[src/rtl/fgen_pkg.sv]
package fgen_pkg;
  localparam int NUM_SRC = 3;

  typedef enum logic [1:0] {
    SRC_CPU  = 2'd0,
    SRC_AUX  = 2'd1,
    SRC_AUX2 = 2'd2
  } src_e;
endpackage

[src/rtl/fgen_regs.sv]
module fgen_regs #(
  parameter int NUM_REG = 2,
  parameter int DATA_W  = 32,
  parameter int ADDR_W  = 1,
  parameter logic [DATA_W-1:0] KEEP_MASK = '1
) (
  input  logic                           clk_i,
  input  logic                           rst_ni,
  input  logic                           we_i,
  input  logic [ADDR_W-1:0]              addr_i,
  input  logic [DATA_W-1:0]              wdata_i,
  output logic [DATA_W-1:0]              rdata_o,
  output logic [NUM_REG-1:0][DATA_W-1:0] regs_o
);
  logic [NUM_REG-1:0][DATA_W-1:0] regs_q;

  for (genvar r = 0; r < NUM_REG; r++) begin : g_reg
    always_ff @(posedge clk_i or negedge rst_ni) begin
      if (!rst_ni) begin
        regs_q[r] <= '0;
      end else if (we_i && (int'(addr_i) == r)) begin
        regs_q[r] <= wdata_i & KEEP_MASK;
      end
    end
  end

  always_comb begin
    rdata_o = '0;
    for (int r = 0; r < NUM_REG; r++) begin
      if (int'(addr_i) == r) rdata_o = regs_q[r];
    end
  end

  assign regs_o = regs_q;
endmodule

[src/rtl/fgen_slice_decode.sv]
module fgen_slice_decode
  import fgen_pkg::*;
#(
  parameter bit EXT_MODE = 1'b0,
  parameter int SLICE_W  = 10,
  parameter int DIV_W    = 8,
  localparam int CNT_W   = DIV_W + 1
) (
  input  logic [SLICE_W-1:0] slice_i,
  input  logic               scale_i,
  output logic               en_o,
  output src_e               src_o,
  output logic [CNT_W-1:0]   dm1_o   // divisor minus one
);
  logic [DIV_W-1:0] code;
  assign code = slice_i[2 +: DIV_W];

  if (EXT_MODE) begin : g_ext
    always_comb begin
      en_o = (slice_i[1:0] != 2'd0);
      unique case (slice_i[1:0])
        2'd1:    src_o = SRC_AUX2;
        2'd3:    src_o = SRC_AUX;
        default: src_o = SRC_CPU;
      endcase
      dm1_o = scale_i ? {1'b0, code} : {code, 1'b1};
    end
  end else begin : g_legacy
    logic unused_scale;
    assign unused_scale = scale_i;
    always_comb begin
      en_o  = slice_i[1];
      src_o = slice_i[0] ? SRC_AUX : SRC_CPU;
      dm1_o = {code, 1'b1};
    end
  end
endmodule

[src/rtl/fgen_divider.sv]
module fgen_divider
  import fgen_pkg::*;
#(
  parameter int CNT_W = 9
) (
  input  logic               clk_i,
  input  logic               rst_ni,
  input  logic [NUM_SRC-1:0] src_tick_i,
  input  logic               cfg_en_i,
  input  src_e               cfg_src_i,
  input  logic [CNT_W-1:0]   cfg_dm1_i,
  output logic               clk_o,
  output logic               tick_o
);
  logic             act_en_q, tick_q, src_hit, wrap;
  src_e             act_src_q;
  logic [CNT_W-1:0] act_dm1_q, cnt_q;

  always_comb begin
    unique case (act_src_q)
      SRC_AUX:  src_hit = src_tick_i[1];
      SRC_AUX2: src_hit = src_tick_i[2];
      default:  src_hit = src_tick_i[0];
    endcase
  end

  assign wrap = (cnt_q == act_dm1_q);

  // settings are adopted only when idle or at a period boundary
  always_ff @(posedge clk_i or negedge rst_ni) begin
    if (!rst_ni) begin
      act_en_q  <= 1'b0;
      act_src_q <= SRC_CPU;
      act_dm1_q <= '0;
      cnt_q     <= '0;
      tick_q    <= 1'b0;
    end else if (!act_en_q || (src_hit && wrap)) begin
      act_en_q  <= cfg_en_i;
      act_src_q <= cfg_src_i;
      act_dm1_q <= cfg_dm1_i;
      cnt_q     <= '0;
      tick_q    <= cfg_en_i;
    end else begin
      tick_q <= 1'b0;
      if (src_hit) cnt_q <= cnt_q + 1'b1;
    end
  end

  // high for ceil(D/2) strobes
  assign clk_o  = act_en_q && (cnt_q <= (act_dm1_q >> 1));
  assign tick_o = tick_q;
endmodule

[src/rtl/fgen_bank.sv]
module fgen_bank
  import fgen_pkg::*;
#(
  parameter int NUM_GEN     = 6,
  parameter int GEN_PER_REG = 3,
  parameter int SLICE_W     = 10,
  parameter int DIV_W       = 8,
  parameter int DATA_W      = 32,
  parameter int SCALE_BIT   = 30,
  parameter bit EXT_MODE    = 1'b0,
  localparam int NUM_REG    = NUM_GEN / GEN_PER_REG,
  localparam int ADDR_W     = (NUM_REG > 1) ? $clog2(NUM_REG) : 1,
  localparam int CNT_W      = DIV_W + 1
) (
  input  logic               clk_i,
  input  logic               rst_ni,
  input  logic               we_i,
  input  logic [ADDR_W-1:0]  addr_i,
  input  logic [DATA_W-1:0]  wdata_i,
  output logic [DATA_W-1:0]  rdata_o,
  input  logic [NUM_SRC-1:0] src_tick_i,
  output logic [NUM_GEN-1:0] gen_clk_o,
  output logic [NUM_GEN-1:0] gen_tick_o
);
  localparam logic [DATA_W-1:0] KEEP_MASK = DATA_W'((64'd1 << (SCALE_BIT + 1)) - 64'd1);

  logic [NUM_REG-1:0][DATA_W-1:0] regs;

  fgen_regs #(
    .NUM_REG  (NUM_REG),
    .DATA_W   (DATA_W),
    .ADDR_W   (ADDR_W),
    .KEEP_MASK(KEEP_MASK)
  ) u_regs (
    .clk_i  (clk_i),
    .rst_ni (rst_ni),
    .we_i   (we_i),
    .addr_i (addr_i),
    .wdata_i(wdata_i),
    .rdata_o(rdata_o),
    .regs_o (regs)
  );

  for (genvar g = 0; g < NUM_GEN; g++) begin : g_gen
    localparam int RI  = g / GEN_PER_REG;
    localparam int OFF = (g % GEN_PER_REG) * SLICE_W;

    logic             cfg_en;
    src_e             cfg_src;
    logic [CNT_W-1:0] cfg_dm1;

    fgen_slice_decode #(
      .EXT_MODE(EXT_MODE),
      .SLICE_W (SLICE_W),
      .DIV_W   (DIV_W)
    ) u_dec (
      .slice_i(regs[RI][OFF +: SLICE_W]),
      .scale_i(regs[RI][SCALE_BIT]),
      .en_o   (cfg_en),
      .src_o  (cfg_src),
      .dm1_o  (cfg_dm1)
    );

    fgen_divider #(
      .CNT_W(CNT_W)
    ) u_div (
      .clk_i     (clk_i),
      .rst_ni    (rst_ni),
      .src_tick_i(src_tick_i),
      .cfg_en_i  (cfg_en),
      .cfg_src_i (cfg_src),
      .cfg_dm1_i (cfg_dm1),
      .clk_o     (gen_clk_o[g]),
      .tick_o    (gen_tick_o[g])
    );
  end
endmodule

[config.mk]
export PLATFORM = sky130hd
export DESIGN_NAME = fgen_bank
export DESIGN_NICKNAME = d
export VERILOG_FILES = /design/src/rtl/fgen_pkg.sv /design/src/rtl/fgen_regs.sv /design/src/rtl/fgen_slice_decode.sv /design/src/rtl/fgen_divider.sv /design/src/rtl/fgen_bank.sv
export SDC_FILE = /design/constraint.sdc
export NUM_CORES = 1
export LEC_CHECK = 0
export ABC_CLOCK_PERIOD_IN_PS = 1910
export BUFFER_PORTS_ARGS = -buffer_cell sky130_fd_sc_hd__clkbuf_2
export CAP_MARGIN = 20
export CORE_UTILIZATION = 40
export DETAILED_ROUTE_END_ITERATION = 12
export GPL_ROUTABILITY_DRIVEN = 0
export HOLD_SLACK_MARGIN = 0.06
export PLACE_DENSITY = 0.67
export SETUP_SLACK_MARGIN = 0.05
export SYNTH_ARGS = -nofsm -noshare
export SYNTH_HDL_FRONTEND = slang
export SYNTH_SLANG_ARGS = --single-unit
[constraint.sdc]
create_clock -name clk_i -period 1.91 [get_ports clk_i]
set_clock_uncertainty 0.05 [all_clocks]
set_input_delay 0.0955 -clock clk_i [delete_from_list [all_inputs] [get_ports clk_i]]
set_output_delay 0.0955 -clock clk_i [all_outputs]
set_load 0.05 [all_outputs]
=== Yosys cells after proc, flatten, opt, wreduce, memory -nomap -nowiden ===
Index checks and enable logic that the tools add are counted.

* Flip-flop bits (word level): 194
* Bits of input ports: 39
* Output and inout bits: 44

* Add/sub/neg operators: 6
* $lt $le $gt $ge: 6
* Equal/unequal tests: 18
* Mux-type cells: 31
* Bitwise operators: 1
* Reduce and logical (&&, ||, !) cells: 32

{| class="wikitable"
|+ Operators by type and width
! cell !! number
|-
| 9-bit 2-to-1 mux || 12
|-
| 9-bit by 1-bit adder with 9-bit output (second input constant) || 6
|-
| 9-bit equality test || 6
|-
| 9-bit by 8-bit <= comparator with 1-bit output || 6
|-
| 31-bit 2-to-1 mux || 1
|-
| 1-bit logical AND || 14
|-
| 2-bit by 1-bit equality test with 1-bit output (second input constant) || 6
|-
| 2-bit equality test (second input constant) || 6
|-
| 1-bit 2-to-1 mux || 12
|-
| 1-bit one-hot mux with 2 select lines || 6
|-
| 2-bit nonzero test || 6
|-
| 1-bit zero test || 6
|-
| 1-bit logical OR || 6
|-
| 1-bit inverter || 1
|}

=== Longest topological paths before layout ===
* Word-level depth: 5
* Gate-level depth with buffers: 8
* Gate-level depth less buffers: 7

=== Modules after synthesis ===
From an unflattened synthesis, not the netlist that was laid out.

* Cells, all modules: 993
* Area total of the unflattened synthesis: 11,248.3 um2

{| class="wikitable"
|+ By module, submodules not included
! module !! times used !! cells an instance !! area each (um2) !! sequential area each (um2)
|-
| fgen_divider (g_gen[0].u_div ...) || 5 || 123 || 1,326.3 || 550.5
|-
| fgen_regs || 1 || 171 || 2,702.6 || 1,551.5
|-
| fgen_divider (g_gen[2].u_div) || 1 || 123 || 1,328.8 || 550.5
|-
| fgen_slice_decode || 6 || 14 || 97.6 || 0.0
|}

=== Worst setup path after synthesis ===
Ideal clock, no wire load.

* Path type: reg-to-output
* Start: register g_gen[2].u_div.cnt_q[2]
* End: output port gen_clk_o[2]
* Arrival: 1.720 ns
* Slack: 0.044 ns
* Stages on the path, launching flop included: 8
* Buffers on the path: 1
* Cell sequence: dfrtp_1 > ha_1 > a21o_1 > a21o_1 > a211oi_1 > o21ai_0 > a21boi_0 > buf_4

* Word-level cells in the longest chain between the ends: 2

{| class="wikitable"
|+ Ends and longest elaborated chain
! element !! line !! text
|-
| from (decl) || fgen_divider.sv:17 || <nowiki>logic [CNT_W-1:0] act_dm1_q, cnt_q;</nowiki>
|-
| from (signal assigned) || fgen_divider.sv:45 || <nowiki>if (src_hit) cnt_q <= cnt_q + 1'b1;</nowiki>
|-
| 9-bit by 8-bit <= comparator with 1-bit output || fgen_divider.sv:50 || <nowiki>assign clk_o = act_en_q && (cnt_q <= (act_dm1_q >> 1));</nowiki>
|-
| 1-bit logical AND || fgen_divider.sv:50 ||
|-
| to (decl) || fgen_bank.sv:22 || <nowiki>output logic [NUM_GEN-1:0] gen_clk_o,</nowiki>
|}

Every way passes these cells.

=== Final worst setup path ===
* Start: register g_gen[0].u_div.act_dm1_q[7]
* End: output port gen_clk_o[0]

* Word-level cells in the longest chain between the ends: 2

{| class="wikitable"
|+ Ends and longest elaborated chain
! element !! line !! text
|-
| from (decl) || fgen_divider.sv:17 ||
|-
| from (signal assigned) || fgen_divider.sv:40 || <nowiki>act_dm1_q <= cfg_dm1_i;</nowiki>
|-
| 9-bit by 8-bit <= comparator with 1-bit output || fgen_divider.sv:50 ||
|-
| 1-bit logical AND || fgen_divider.sv:50 ||
|}

Every way passes these cells.

==> results by group <==
Worst setup path
  – Crit path arrival time: 2.12 ns
  – Crit path max-delay family: compound AO/OA/AOI/OAI gates
  – Worst path cell trace: inv_1, ha_1, a21o_1, a211oi_2, o211ai_1, a21boi_1, buf_4, buf_12
  – Worst r2r path cells: 8
  – Worst setup EP type: output pin
  – R2r setup slk: -0.09 ns
  – Setup crit start: g_gen[0].u_div.act_dm1_q[7]
  – Critical path class: register to output pin
  – Required time of the critical path: 1.76 ns
  – R2r startpoint: g_gen[4].u_div.cnt_q[1]
  – Critical Path Max Stage Delay: 0.38 ns
  – Buf+Inv Stages, Crit Path: 3
  – CP Max Fanout: 2
  – Crit start category: register
  – Slowest CP cell: dfrtp_1
  – Critical Path Stages: 8

Finish
  – Layout fillers: 1905
  – Fraction of layout instances using a drive strength above 1: 42.9%
  – Design area: 13200 um^2
  – # nets final: 1172
  – Synth-to-layout area growth: 36.2%
  – Ant. Diodes: 0

Clocking
  – Clock Pin Slew Worst Setup and Hold Paths: 0.07 ns
  – Clock tree buffer depth: 2
  – H-tree Lvls: 4
  – Clk_lat worst skew: 0.44 ns
  – CTS root buffer: clkbuf_16
  – CTS tree: yes
  – Cts bufs inserted: 17
  – Num Clock Sinks: 188

Synth
  – Sequential share of the synthesized area: 48.4%
  – Post-synth top area share: 48.4%
  – Mapped Nets: 956
  – Syn Area/Cell: 11.3 um^2
  – Cell accounting for the most synthesized area: dfrtp_1
  – Async SR Flop Fraction: 100%
  – Post-synth top flop: dfrtp_1
  – Synth Register Bits: 188
  – Netlist cell types: 35
  – Synth warn: 0
  – Top-count cell post-synth: dfrtp_1
  – Post-Syn Area: 9710 um^2
  – Most frequent cells after synthesis: 188 x dfrtp_1, 125 x mux2_2, 63 x nand2_1, 61 x nor2_1, 56 x inv_1
  – Cells after Synth: 863
  – Synth area leaders: dfrtp_1 48%, mux2_2 14%, ha_1 7.0%, xnor2_1 4.3%, xor2_1 4.1%
  – Post-synth EDFFs: 0

Timing
  – Final period util: 119%
  – Unrepaired setup endpoints after global routing: true
  – Final Slew Violations: 0
  – Crit path time final: 2.27 ns
  – Hold Vio Cnt, Final: 0
  – Highest clock rate: 441 MHz
  – Final setup margin: -0.359 ns
  – Final setup fails: 32
  – Setup TNS: -2.65 ns

GRT
  – GRT busiest layer: met2
  – Vias in the first global route: 7238
  – Initial antenna violation count: 0
  – Overflow after GRT: 0
  – Met2 Use GR: 31.5%
  – Met1 GRT Util: 23.6%
  – First-pass GRT wire length: 36000 um
  – M3 GR Usage: 3.42%
  – GRT Overall Usage: 18.6%
  – Largest net degree at the start of global routing: 54

Placed design
  – Pre-CTS WS: -0.108 ns
  – Port Buffers: 79
  – Post-DP HPWL: 14700 um
  – DP Area: 10900 um^2

Die
  – Core area: 23600 um^2
  – # rows: 56
  – Num ports: 83
  – Die Y: 158 um
  – Die area: 24900 um^2
  – Starting Density: 41.1%
  – Die width: 158 um

Route
  – DRT Pass-1 Iters: 4
  – Vias/cell: 4.98
  – Post-route antenna net violation count: 0
  – Routed len/inst: 16.1 um
  – Post-Route WL: 22700 um
  – DR vias: 7032
  – # DRC: 0
  – Initial drt markers: 276

Power and ir drop
  – Worst vdd ir: 0.620 mV
  – Power, Total: 0.0196 W
  – Power per cell area: 1480 nW/um^2
  – Static Leak: 5.99 nW

Outcome
  – Status: complete, but fails checks
  – Failing checks: negative setup slack

Run
  – Max cap viols: 0

Worst hold path
  – Hold Crit Class: primary input to async pin
==> worst register-to-register path: cells and delay by family, from the launching register on <==
| family | cells | cell delay, ns |
|---|---|---|
| buffers and inverters | 4 | 0.63 |
| DFF | 1 | 0.43 |
| AOI/OAI and AO/OA | 1 | 0.42 |
| and+or+nand+nor | 2 | 0.20 |
| xor gates and xnor gates | 1 | 0.15 |
==> power breakdown <==
part	switching (W)	total (W)	leakage, nW	internal, W
clock	0.00156	0.00367	0.276	0.00210
combinational	0.00480	0.00971	3.44	0.00491
sequential	0.00108	0.00621	2.28	0.00513
==> cells in the final DEF (no fill, tap or decap), drive strengths merged, types with 21 or more instances in the layout <==
| cell type | count |
|---|---|
| xor2 | 46 |
| nor2 | 61 |
| clkbuf | 96 |
| inv | 58 |
| mux2 | 125 |
| dfrtp | 188 |
| o21ai | 46 |
| dlygate4sd3 | 32 |
| ha | 54 |
| xnor2 | 48 |
| a21oi | 21 |
| buf | 127 |
| nand4 | 27 |
| nand2 | 63 |
==> kinds of logic after synthesis <==
logic type / after synthesis / share of synthesized area (%)
buf+inv: 94 / 4.35
mux: 131 / 15.1
simple gates: 207 / 10.3
xor+xnor: 94 / 8.48
other cells: 1 / 0.0386
fa+ha+maj: 54 / 6.96
flops: 188 / 48.4
compound gates: 94 / 6.35
==> through the flow <==
| stage | hold slack, ns | instances | utilization [%] |
|---|---|---|---|
| detailed placement | 0.0399 | 1291 | 46.2 |
| finish | 0.138 | 1411 | 56.0 |
| global placement | 0.0329 | 1291 | 46.2 |
| CTS | 0.161 | 1396 | 53.2 |
| floorplan | -0.250 | 863 | - |
| global route | 0.183 | 1411 | 56.0 |
==> worst paths after layout <==
path / endpoint
worst max register to register: g_gen[4].u_div.cnt_q[3]
min in group clk_i: u_regs.regs_o[38]
worst max-delay path: gen_clk_o[0]
worst min register to register: g_gen[4].u_div.act_dm1_q[0]
max in group asynchronous: g_gen[0].u_div.act_dm1_q[2]
worst min-delay path: g_gen[2].u_div.cnt_q[4]
==> flip-flops by register name, summed over array words and instances, names as in the netlist <==
signal,count
u_regs.regs_o,62
g_gen.u_div.act_dm1_q,54
g_gen.u_div.cnt_q,54
g_gen.u_div.act_en_q,6
g_gen.u_div.act_src_q,6
g_gen.u_div.tick_o,6
==> what timing repair did <==
| action | in CTS | in global routing |
|---|---|---|
| cloned | 1 | 4 |
| pin swaps | 44 | 46 |
| gates resized for setup | 87 | 126 |
| hold buffers | 32 | 0 |
| endpoints found under the setup margin | 28 | 126 |
| endpoints found under the hold margin | 227 | 0 |
| setup buffers | 40 | 15 |
==> cell type report <==
| type | count | area [um^2] | share of cell area, % |
|---|---|---|---|
| Inverter | 56 | 213 | 1.61 |
| Multi-Input combinational cell | 581 | 5310 | 40.1 |
| Tap cell | 319 | 399 | 3.02 |
| Clock buffer | 20 | 447 | 3.38 |
| Sequential cell | 188 | 4710 | 35.6 |
| Timing Repair Buffer | 235 | 1990 | 15.1 |
| Clock inverter | 12 | 161 | 1.22 |
==> per-layer routing <==
| layer | wire [um] | vias to the layer above |
|---|---|---|
| li1 | - | 3364 |
| met1 | 10300 | 3537 |
| met2 | 11500 | 105 |
| met3 | 570 | 26 |
| met4 | 365 | 0 |
| met5 | 0 | - |
(Power assumes the default switching activity.)
